### src/rtl/irq_sum_pkg.sv
package irq_sum_pkg;
  localparam int ADDR_W = 8;
  localparam int DATA_W = 8;
  localparam int N_HDLC = 6;
  localparam int N_IRQ  = 4;

  localparam int BIT_LBC  = 6;
  localparam int BIT_CLK  = 5;
  localparam int BIT_SEC  = 4;
  localparam int BIT_HDLC = 3;

  localparam logic [ADDR_W-1:0] SUM_OFS = 8'h00;
  localparam logic [ADDR_W-1:0] LBC_OFS = 8'h0A;

  // clearing address of each data-link source register
  function automatic logic [ADDR_W-1:0] hdlc_ofs(input int k);
    case (k)
      0:       return 8'h06;
      1:       return 8'h16;
      2:       return 8'h26;
      3:       return 8'h10;
      4:       return 8'h18;
      default: return 8'h28;
    endcase
  endfunction
endpackage

### src/rtl/irq_flag.sv
module irq_flag (
  input  logic clk_i,
  input  logic rst_ni,
  input  logic set_i,
  input  logic clr_i,
  output logic q_o
);
  // set wins over clear so a coincident event survives
  always_ff @(posedge clk_i or negedge rst_ni) begin
    if (!rst_ni)     q_o <= 1'b0;
    else if (set_i)  q_o <= 1'b1;
    else if (clr_i)  q_o <= 1'b0;
  end
endmodule

### src/rtl/irq_hdlc_bank.sv
module irq_hdlc_bank
  import irq_sum_pkg::*;
#(
  parameter int N = N_HDLC
) (
  input  logic              clk_i,
  input  logic              rst_ni,
  input  logic              rd_en_i,
  input  logic [ADDR_W-1:0] rd_addr_i,
  input  logic [N-1:0]      evt_i,
  output logic              pend_o
);
  logic [N-1:0] flag_q;

  for (genvar k = 0; k < N; k++) begin : g_src
    logic src_rd;
    assign src_rd = rd_en_i && (rd_addr_i == hdlc_ofs(k));
    irq_flag u_flag (
      .clk_i  (clk_i),
      .rst_ni (rst_ni),
      .set_i  (evt_i[k]),
      .clr_i  (src_rd),
      .q_o    (flag_q[k])
    );
  end

  assign pend_o = |flag_q;
endmodule

### src/rtl/blk_irq_summary.sv
module blk_irq_summary
  import irq_sum_pkg::*;
(
  input  logic              clk_i,
  input  logic              rst_ni,
  input  logic              rd_en_i,
  input  logic [ADDR_W-1:0] rd_addr_i,
  output logic [DATA_W-1:0] rd_data_o,
  input  logic              lbc_evt_i,
  input  logic [N_HDLC-1:0] hdlc_evt_i,
  input  logic              clk_loss_evt_i,
  input  logic              clk_loss_det_en_i,
  input  logic              one_sec_evt_i,
  input  logic [N_IRQ-1:0]  irq_en_i,
  output logic              irq_o
);
  logic sum_rd, lbc_rd;
  logic lbc_q, clk_q, sec_q, hdlc_q;
  logic [DATA_W-1:0] status;

  assign sum_rd = rd_en_i && (rd_addr_i == SUM_OFS);
  assign lbc_rd = rd_en_i && (rd_addr_i == LBC_OFS);

  irq_flag u_lbc (
    .clk_i(clk_i), .rst_ni(rst_ni),
    .set_i(lbc_evt_i), .clr_i(lbc_rd), .q_o(lbc_q)
  );

  irq_flag u_clk (
    .clk_i(clk_i), .rst_ni(rst_ni),
    .set_i(clk_loss_evt_i && clk_loss_det_en_i), .clr_i(sum_rd), .q_o(clk_q)
  );

  irq_flag u_sec (
    .clk_i(clk_i), .rst_ni(rst_ni),
    .set_i(one_sec_evt_i), .clr_i(sum_rd), .q_o(sec_q)
  );

  irq_hdlc_bank #(.N(N_HDLC)) u_hdlc (
    .clk_i(clk_i), .rst_ni(rst_ni),
    .rd_en_i(rd_en_i), .rd_addr_i(rd_addr_i),
    .evt_i(hdlc_evt_i), .pend_o(hdlc_q)
  );

  always_comb begin
    status           = '0;
    status[BIT_LBC]  = lbc_q;
    status[BIT_CLK]  = clk_q;
    status[BIT_SEC]  = sec_q;
    status[BIT_HDLC] = hdlc_q;
  end

  assign rd_data_o = sum_rd ? status : '0;
  assign irq_o     = |(status[BIT_LBC:BIT_HDLC] & irq_en_i);
endmodule

### config.mk
export PLATFORM = sky130hd
export DESIGN_NAME = blk_irq_summary
export DESIGN_NICKNAME = d
export VERILOG_FILES = /design/src/rtl/irq_sum_pkg.sv /design/src/rtl/irq_flag.sv /design/src/rtl/irq_hdlc_bank.sv /design/src/rtl/blk_irq_summary.sv
export SDC_FILE = /design/constraint.sdc
export NUM_CORES = 1
export LEC_CHECK = 0
export BUFFER_PORTS_ARGS = -buffer_cell sky130_fd_sc_hd__buf_2
export CAP_MARGIN = 30
export CELL_PAD_IN_SITES_DETAIL_PLACEMENT = 1
export CELL_PAD_IN_SITES_GLOBAL_PLACEMENT = 2
export CORE_UTILIZATION = 22
export DETAILED_ROUTE_END_ITERATION = 12
export PLACE_DENSITY_LB_ADDON = 0.15
export SKIP_CTS_REPAIR_TIMING = 1
export SYNTH_ARGS = -nofsm -noshare
export SYNTH_HDL_FRONTEND = slang
export SYNTH_HIERARCHICAL = 1
export SYNTH_SLANG_ARGS = --single-unit
### constraint.sdc
create_clock -name clk_i -period 1 [get_ports clk_i]
set_input_delay 0 -clock clk_i [delete_from_list [all_inputs] [get_ports clk_i]]
set_output_delay 0 -clock clk_i [all_outputs]
set_load 0.01 [all_outputs]
# Word-level counts from Yosys, hierarchy flattened
# Index checks and enable logic that the tools add are counted.
[classes] n_mux=18 n_reduce_logical=21 n_eq_ne=7 n_shift=0 add_sub_neg=0 mul=0 magnitude_cmp=0 n_div=0 bitwise_logic=1
[ops] operator="$eq A8 B5 Y1 const B" count=3
[ops] operator="$reduce_bool A2 Y1" count=9
[ops] operator="$mux W1" count=17
[ops] operator="$eq A8 B6 Y1 const B" count=2
[ops] operator="$logic_and A1 B1 Y1" count=9
[ops] operator="$eq A8 B3 Y1 const B" count=1
[ops] operator="$eq A8 B4 Y1 const B" count=1
[ops] operator="$logic_not A8 Y1" count=1
[ops] operator="$mux W7" count=1
[ops] operator="$reduce_or A6 Y1" count=1
[ops] operator="$and A4 B4 Y4" count=1
[ops] operator="$reduce_or A4 Y1" count=1
[word_totals] output_inout_bits=9 latchBits=0 rom_bits=0 ram_bits=0 n_memories=0 reg_bits=9 input_bits=25

# Longest topological paths before layout
# Gate-level depths: netlist (run 1).
[depth] depth_word=4 depth_mapped=5 mapped_depth_nobuf=4

# Hierarchy
# The synthesis (run 1) kept the hierarchy.
[by_module_without_submodules] module="irq_flag" seq_area_each_um2=25.0 instances=9 cells_per_inst=3 area_each_um2=36.3
[by_module_without_submodules] module="blk_irq_summary" seq_area_each_um2=0.0 instances=1 cells_per_inst=24 area_each_um2=148.9
[by_module_without_submodules] module="irq_hdlc_bank" seq_area_each_um2=0.0 instances=1 cells_per_inst=16 area_each_um2=112.6

# Least setup slack after synthesis (run 1)
# OpenSTA, ideal clock, no wires.
[synth_timing] path_type="input -> register" start="in rd_addr_i[7]" end="reg u_clk.q_o" arrival_time_ns=1.134 slack_ns=-0.252 n_path_buf=1 required_time_ns=0.882 path_stages=5 path_cell_list="or4b_1 buf_2 nor4_1 inv_1 a21o_1"
[synth_via] elab_chain_len=3
[synth_lines] element="start: declaration" line="blk_irq_summary.sv:7" text="input logic [ADDR_W-1:0] rd_addr_i,"
[synth_lines] element="$logic_not A8 Y1" line="blk_irq_summary.sv:21" text="assign sum_rd = rd_en_i && (rd_addr_i == SUM_OFS);"
[synth_lines] element="$logic_and A1 B1 Y1" line="blk_irq_summary.sv:21"
[synth_lines] element="named net sum_rd" line="blk_irq_summary.sv:17" text="logic sum_rd, lbc_rd;"
[synth_lines] element="$reduce_bool A2 Y1 (no line)"
[synth_lines] element="end signal: assignment" line="irq_flag.sv:10" text="if (!rst_ni) q_o <= 1'b0;"
[synth_lines] element="end signal: assignment" line="irq_flag.sv:11" text="else if (set_i) q_o <= 1'b1;"
[synth_lines] element="end signal: assignment" line="irq_flag.sv:12" text="else if (clr_i) q_o <= 1'b0;"
[synth_lines] element="end: declaration" line="irq_flag.sv:6" text="output logic q_o"
# The timed path passes the listed nets, and every way through them passes these cells.
# A chain may end at the register's enable or synchronous reset.

# Worst setup path in the final report (run 1)
[layout_timing] start="reg u_hdlc.g_src[4].u_flag.q_o" end="out irq_o"
[layout_via] elab_chain_len=3
[layout_lines] element="start: declaration" line="irq_flag.sv:6"
[layout_lines] element="start signal: assignment" line="irq_flag.sv:10"
[layout_lines] element="start signal: assignment" line="irq_flag.sv:11"
[layout_lines] element="start signal: assignment" line="irq_flag.sv:12"
[layout_lines] element="$reduce_or A6 Y1" line="irq_hdlc_bank.sv:27" text="assign pend_o = |flag_q;"
[layout_lines] element="named net hdlc_q" line="blk_irq_summary.sv:18" text="logic lbc_q, clk_q, sec_q, hdlc_q;"
[layout_lines] element="$and A4 B4 Y4" line="blk_irq_summary.sv:54" text="assign irq_o = |(status[BIT_LBC:BIT_HDLC] & irq_en_i);"
[layout_lines] element="$reduce_or A4 Y1" line="blk_irq_summary.sv:54"
[layout_lines] element="end: declaration" line="blk_irq_summary.sv:15" text="output logic irq_o"
# The timed path passes the listed nets, and every way through them passes these cells.

==> results.yml, run 1 <==
placement:
  place.gp.congestion: 0.668
  hpwl_um: 1270
  postPlaceCellArea_um2: 785
  io_buffers: 29
timing:
  finClkSkew_ps: 0
  final_hold_viol_count: 0
  min_period_ps: 1400
  finalMaxSlewViolations: 0
  period_share: 1.40
  setup_viol: 7
  grt_setup_unrepaired: "true"
  setup_ws_ps: -404
  fmax_ghz: 0.712
  timing.hold.ws_ps: 22.8
power_and_ir_drop:
  power.internal_uw: 615
  leakagePower_nw: 0.385
  p_sw_frac: 0.259
  p_seq_frac: 0.440
  peakVddDrop_mv: 0.649
  clkPwrFrac: 0.343
  combPwrFrac: 0.216
  p_switching_uw: 215
  powerDensity_mw_per_mm2: 826
  power_uw: 830
global_route:
  gr-total-overflow: 0
  grt_first_pass_wirelength_um: 2300
  grt.total_usage: 0.115
  grt_pass1_vias: 545
  grt_start_max_net_pins: 10
  grt_antenna_before_repair: 0
logic_synthesis:
  synth_seq_cells: 9
  syn_area_um2: 588
  yosys.area.top_type_share: 0.383
  seq_area_frac_synth: 0.383
  synth.area.top_cells: "dfrtp_1, a21o_1, inv_1"
  synthCells: 67
  yosysWarningCount: 6
  yosysUniqueCellTypes: 20
  synth_top_cell_by_area: "dfrtp_1"
  avgSynthCellArea_um2: 8.78
critical_path:
  reg2reg_depth: 2
  reg2reg_from: "u_hdlc/g_src[4].u_flag/q_o"
  end_kind: "primary output"
  cp-start-kind: "flip-flop"
  arrival_ps: 1400
  critical_path_class: "reg -> out"
  reg2reg_slack_ps: 210
  worst_ep_required_time_ps: 1000
  rr_endpoint: "u_hdlc/g_src[4].u_flag/q_o"
  worstPathMaxFanout: 2
finish:
  nNetsFinal: 138
  diodes: 0
  stdcell_area_mm2: 0.00101
  drive_gt1_frac: 0.464
  num-fill-cells: 306
  final_core_util: 0.402
  area_delta_synth_final_pct: 71.1
floorplan:
  initial_core_util: 0.235
  io_pins: 34
  die_x_um: 53.7
  rows: 18
  core_mm2: 0.00250
  die_h_um: 53.7
  dieArea_mm2: 0.00288
cts:
  cts_tree: "yes"
  htree_levels: 1
  clock-sinks: 9
  numCtsBuffers: 3
  clock_path_buffers: 2
  clk_pin_slew_ps: 60
  clk_latency_ps: 260
  root_buffer: "clkbuf_4"
routing:
  antenna_left: 0
  drcViolationCount: 0
  drtIter0Drc: 7
  wire_per_inst_um: 11.2
  vias_per_cell: 4.49
  firstDrtPassIters: 2
  wl_um: 1590
  routed-via-count: 637
min_path:
  whs_path_depth: 3
  hold_path.class: "in -> reg"
  whs_endpoint: "u_clk/q_o"
  hold_start: "clk_loss_det_en_i"
status:
  outcome: "finished, violations left"
  violations: "setup timing"
flow_run:
  drv_cap: 0
==> sequential cells by signal (all words and copies together), names as in the netlist <==
signal / cells
u_sec/q_o: 1
u_hdlc/g_src.u_flag/q_o: 6
u_clk/q_o: 1
u_lbc/q_o: 1
==> layout make-up <==
type	instances	area [um^2]	area share
well taps	30	37.5	0.0373
flip-flops and latches	9	225	0.224
multi-input cells	45	383	0.381
inverters	10	37.5	0.0373
clock buffers	4	26.3	0.0261
repair buffers	44	297	0.295
==> per-layer routing <==
layer  global-route usage  routed length (um)
met1                0.162                 789
met2                0.158                 676
met3               0.0169                  76
met4               0.0789                  42
met5                    0                   0
==> Yosys cell counts (all sizes together) <==
library cell / count
and2: 1
or4b: 4
dfrtp: 9
or3: 1
nand2b: 4
inv: 10
a22oi: 2
a21o: 9
nor4: 7
clkbuf: 1
or4: 1
conb: 1
nor3: 6
nor2: 1
buf: 5
or3b: 1
nand2: 4
==> metrics by stage <==
step	TNS [ps]	std cells	setup slack, ps
detailed placement	-2660	126	-316
finish	-1190	142	-404
floorplan	-879	70	-178
CTS	-1400	130	-465
global placement	-2670	126	-293
global route	-1700	142	-477
==> cells by family after synthesis <==
kind of cell	share of synthesized area
simple gates	0.340
buf+inv	0.130
compound gates	0.140
flops	0.383
other cells	0.00638
==> power by group through the flow <==
stage	sequential [mW]	combinational, mW	clock [mW]
after CTS	0.366	0.131	0.297
after detailed placement	0.373	0.130	0
after global routing	0.365	0.197	0.312
final	0.366	0.180	0.285
after floorplan	0.372	0.0568	0
after global placement	0.373	0.128	0
==> worst max path at each step <==
stage,slack [ps],from,endpoint
floorplan,-180,rd_addr_i[7],u_clk/q_o
global placement,-290,rd_addr_i[7],u_clk/q_o
detailed placement,-320,rd_addr_i[7],u_clk/q_o
CTS,-470,u_hdlc/g_src[3].u_flag/q_o,irq_o
global route,-480,u_hdlc/g_src[4].u_flag/q_o,irq_o
finish,-400,u_hdlc/g_src[4].u_flag/q_o,irq_o
==> placed cells by master, fill, tap and decap left out, drive strengths merged, types with 6 or more instances in the layout <==
cell type / synthesis / routed
a21o: 9 / 9
buf: 5 / 35
dfrtp: 9 / 9
dlygate4sd3: 0 / 9
inv: 10 / 10
nor3: 6 / 6
nor4: 7 / 7
==> critical path, stage by stage, from the launching register on <==
cell	delay, ps
dfrtp_1	390
nor4_2	270
nand2_1	110
a22oi_1	180
nand2_1	60
buf_2	140
Note: power is estimated with default switching activity, not from simulation.
==> inputs of run 2 (changes only) <==
CELL_PAD_IN_SITES_DETAIL_PLACEMENT = 0   (was 1)
CORE_UTILIZATION = 20   (was 22)
clock period = 1.2 ns   (was 1 ns; I/O delays follow)
==> run 2 against run 1 <==
The flow still finishes with violations (setup timing); utilization down 5.6 points; via count unchanged; clock power down 21%.
==> results.yml, run 2 (synthesized netlist as in run 1, its figures left out) <==
status:
  outcome: "finished, violations left"
  violations: "setup timing"
routing:
  vias_per_cell: 4.42
  drtIter0Drc: 10
  wire_per_inst_um: 11.2
  wl_um: 1610
  firstDrtPassIters: 2
  antenna_left: 0
  drcViolationCount: 0
  routed-via-count: 637
timing:
  setup_viol: 2
  finalMaxSlewViolations: 0
  grt_setup_unrepaired: "true"
  min_period_ps: 1440
  fmax_ghz: 0.697
  timing.hold.ws_ps: 64.6
  period_share: 1.20
  final_hold_viol_count: 0
  setup_ws_ps: -235
  finClkSkew_ps: 0
finish:
  final_common_cell: "buf_2"
  largest_register_ffs: 6
  nNetsFinal: 139
  top_register: "u_hdlc/g_src.u_flag/q_o"
  area_delta_synth_final_pct: 63.6
  diodes: 0
  drive_gt1_frac: 0.434
  num-fill-cells: 317
  stdcell_area_um2: 962
  most-common-layout-cells: "buf_2, inv_1, dlygate4sd3_1, a21o_1, dfrtp_1"
cts:
  root_buffer: "clkbuf_4"
  clock-sinks: 9
  clk_latency_ps: 250
  clock_path_buffers: 2
  clk_pin_slew_ps: 60
  htree_levels: 1
  numCtsBuffers: 3
  cts_tree: "yes"
min_path:
  hold_path.class: "in -> reg"
critical_path:
  cp-start-kind: "flip-flop"
  critPathTopFamily: "simple AND/OR/NAND/NOR gates"
  critical_path_class: "reg -> out"
  worst-path-buf-inv: 1
  worst_ep_required_time_ps: 1200
  end_kind: "primary output"
  cp_slowest_cell: "dfrtp_1"
  crit_chain: "nor4_2 -> nand2_1 -> a22oi_2 -> nand2_1 -> buf_2"
  cpPeakStageDelay_ps: 390
  arrival_ps: 1440
  worstPathMaxFanout: 2
  cpMostUsedCell: "nand2_1"
placement:
  hpwl_um: 1310
  io_buffers: 29
  postPlaceCellArea_um2: 805
  place.gp.congestion: 0.684
  place_ws_ps: -179
power_and_ir_drop:
  leakagePower_nw: 0.376
  peakVddDrop_mv: 0.597
  power_uw: 672
  powerDensity_mw_per_mm2: 699
floorplan:
  die_h_um: 56.2
  rows: 19
  core_mm2: 0.00278
  initial_core_util: 0.211
  io_pins: 34
  dieArea_mm2: 0.00316
  die_x_um: 56.2
global_route:
  grt_start_max_net_pins: 10
  grt_antenna_before_repair: 0
  grt.total_usage: 0.107
  gr-total-overflow: 0
  grt_pass1_vias: 595
  grt_first_pass_wirelength_um: 2590
flow_run:
  drv_cap: 0
==> run 2: final timing paths <==
| kind | slack [ps] | depth (start not counted) | start | to |
|---|---|---|---|---|
| max in group asynchronous | 890 | 2 | rst_ni | u_sec/q_o |
| min reg2reg | 480 | 1 | u_hdlc/g_src[0].u_flag/q_o | u_hdlc/g_src[0].u_flag/q_o |
| max reg2reg | 400 | 2 | u_hdlc/g_src[4].u_flag/q_o | u_hdlc/g_src[4].u_flag/q_o |
| min | 60 | 3 | clk_loss_det_en_i | u_clk/q_o |
| max | -240 | 5 | u_hdlc/g_src[4].u_flag/q_o | irq_o |
| min in group asynchronous | 130 | 2 | rst_ni | u_hdlc/g_src[4].u_flag/q_o |
==> run 2: tightest hold or removal path, delay by kind of cell <==
kind | cells | cell delay (ps)
buf+inv | 1 | 70
simple gates | 1 | 130
compound gates | 1 | 80
==> run 2: cell type report <==
type                            instances  area [um^2]  share of cell area
Clock buffer                            4         26.3              0.0273
Inverter                               10         37.5              0.0390
Multi-Input combinational cell         45          347               0.360
Sequential cell                         9          225               0.234
Tap cell                               31         38.8              0.0403
Timing Repair Buffer                   45          288               0.299
==> run 2: metal layers <==
layer  part of all wire  global-route usage
met2               0.48               0.175
met1               0.45               0.123
met4             0.0062              0.0314
met3              0.060              0.0512
met5                  0                   0
==> run 2: where the power goes <==
group | leakage (nW) | internal, mW | switching (mW) | total, mW
clock | 0.0150 | 0.128 | 0.0986 | 0.226
combinational | 0.282 | 0.0775 | 0.0634 | 0.141
sequential | 0.0789 | 0.304 | 0.000704 | 0.305
==> run 2: stage by stage <==
stage               std cells  utilization  setup TNS [ps]
global placement          130        0.289           -1200
floorplan                  70            -               0
finish                    144        0.346            -397
global route              144        0.346            -674
CTS                       134        0.299            -762
detailed placement        130        0.289           -1140
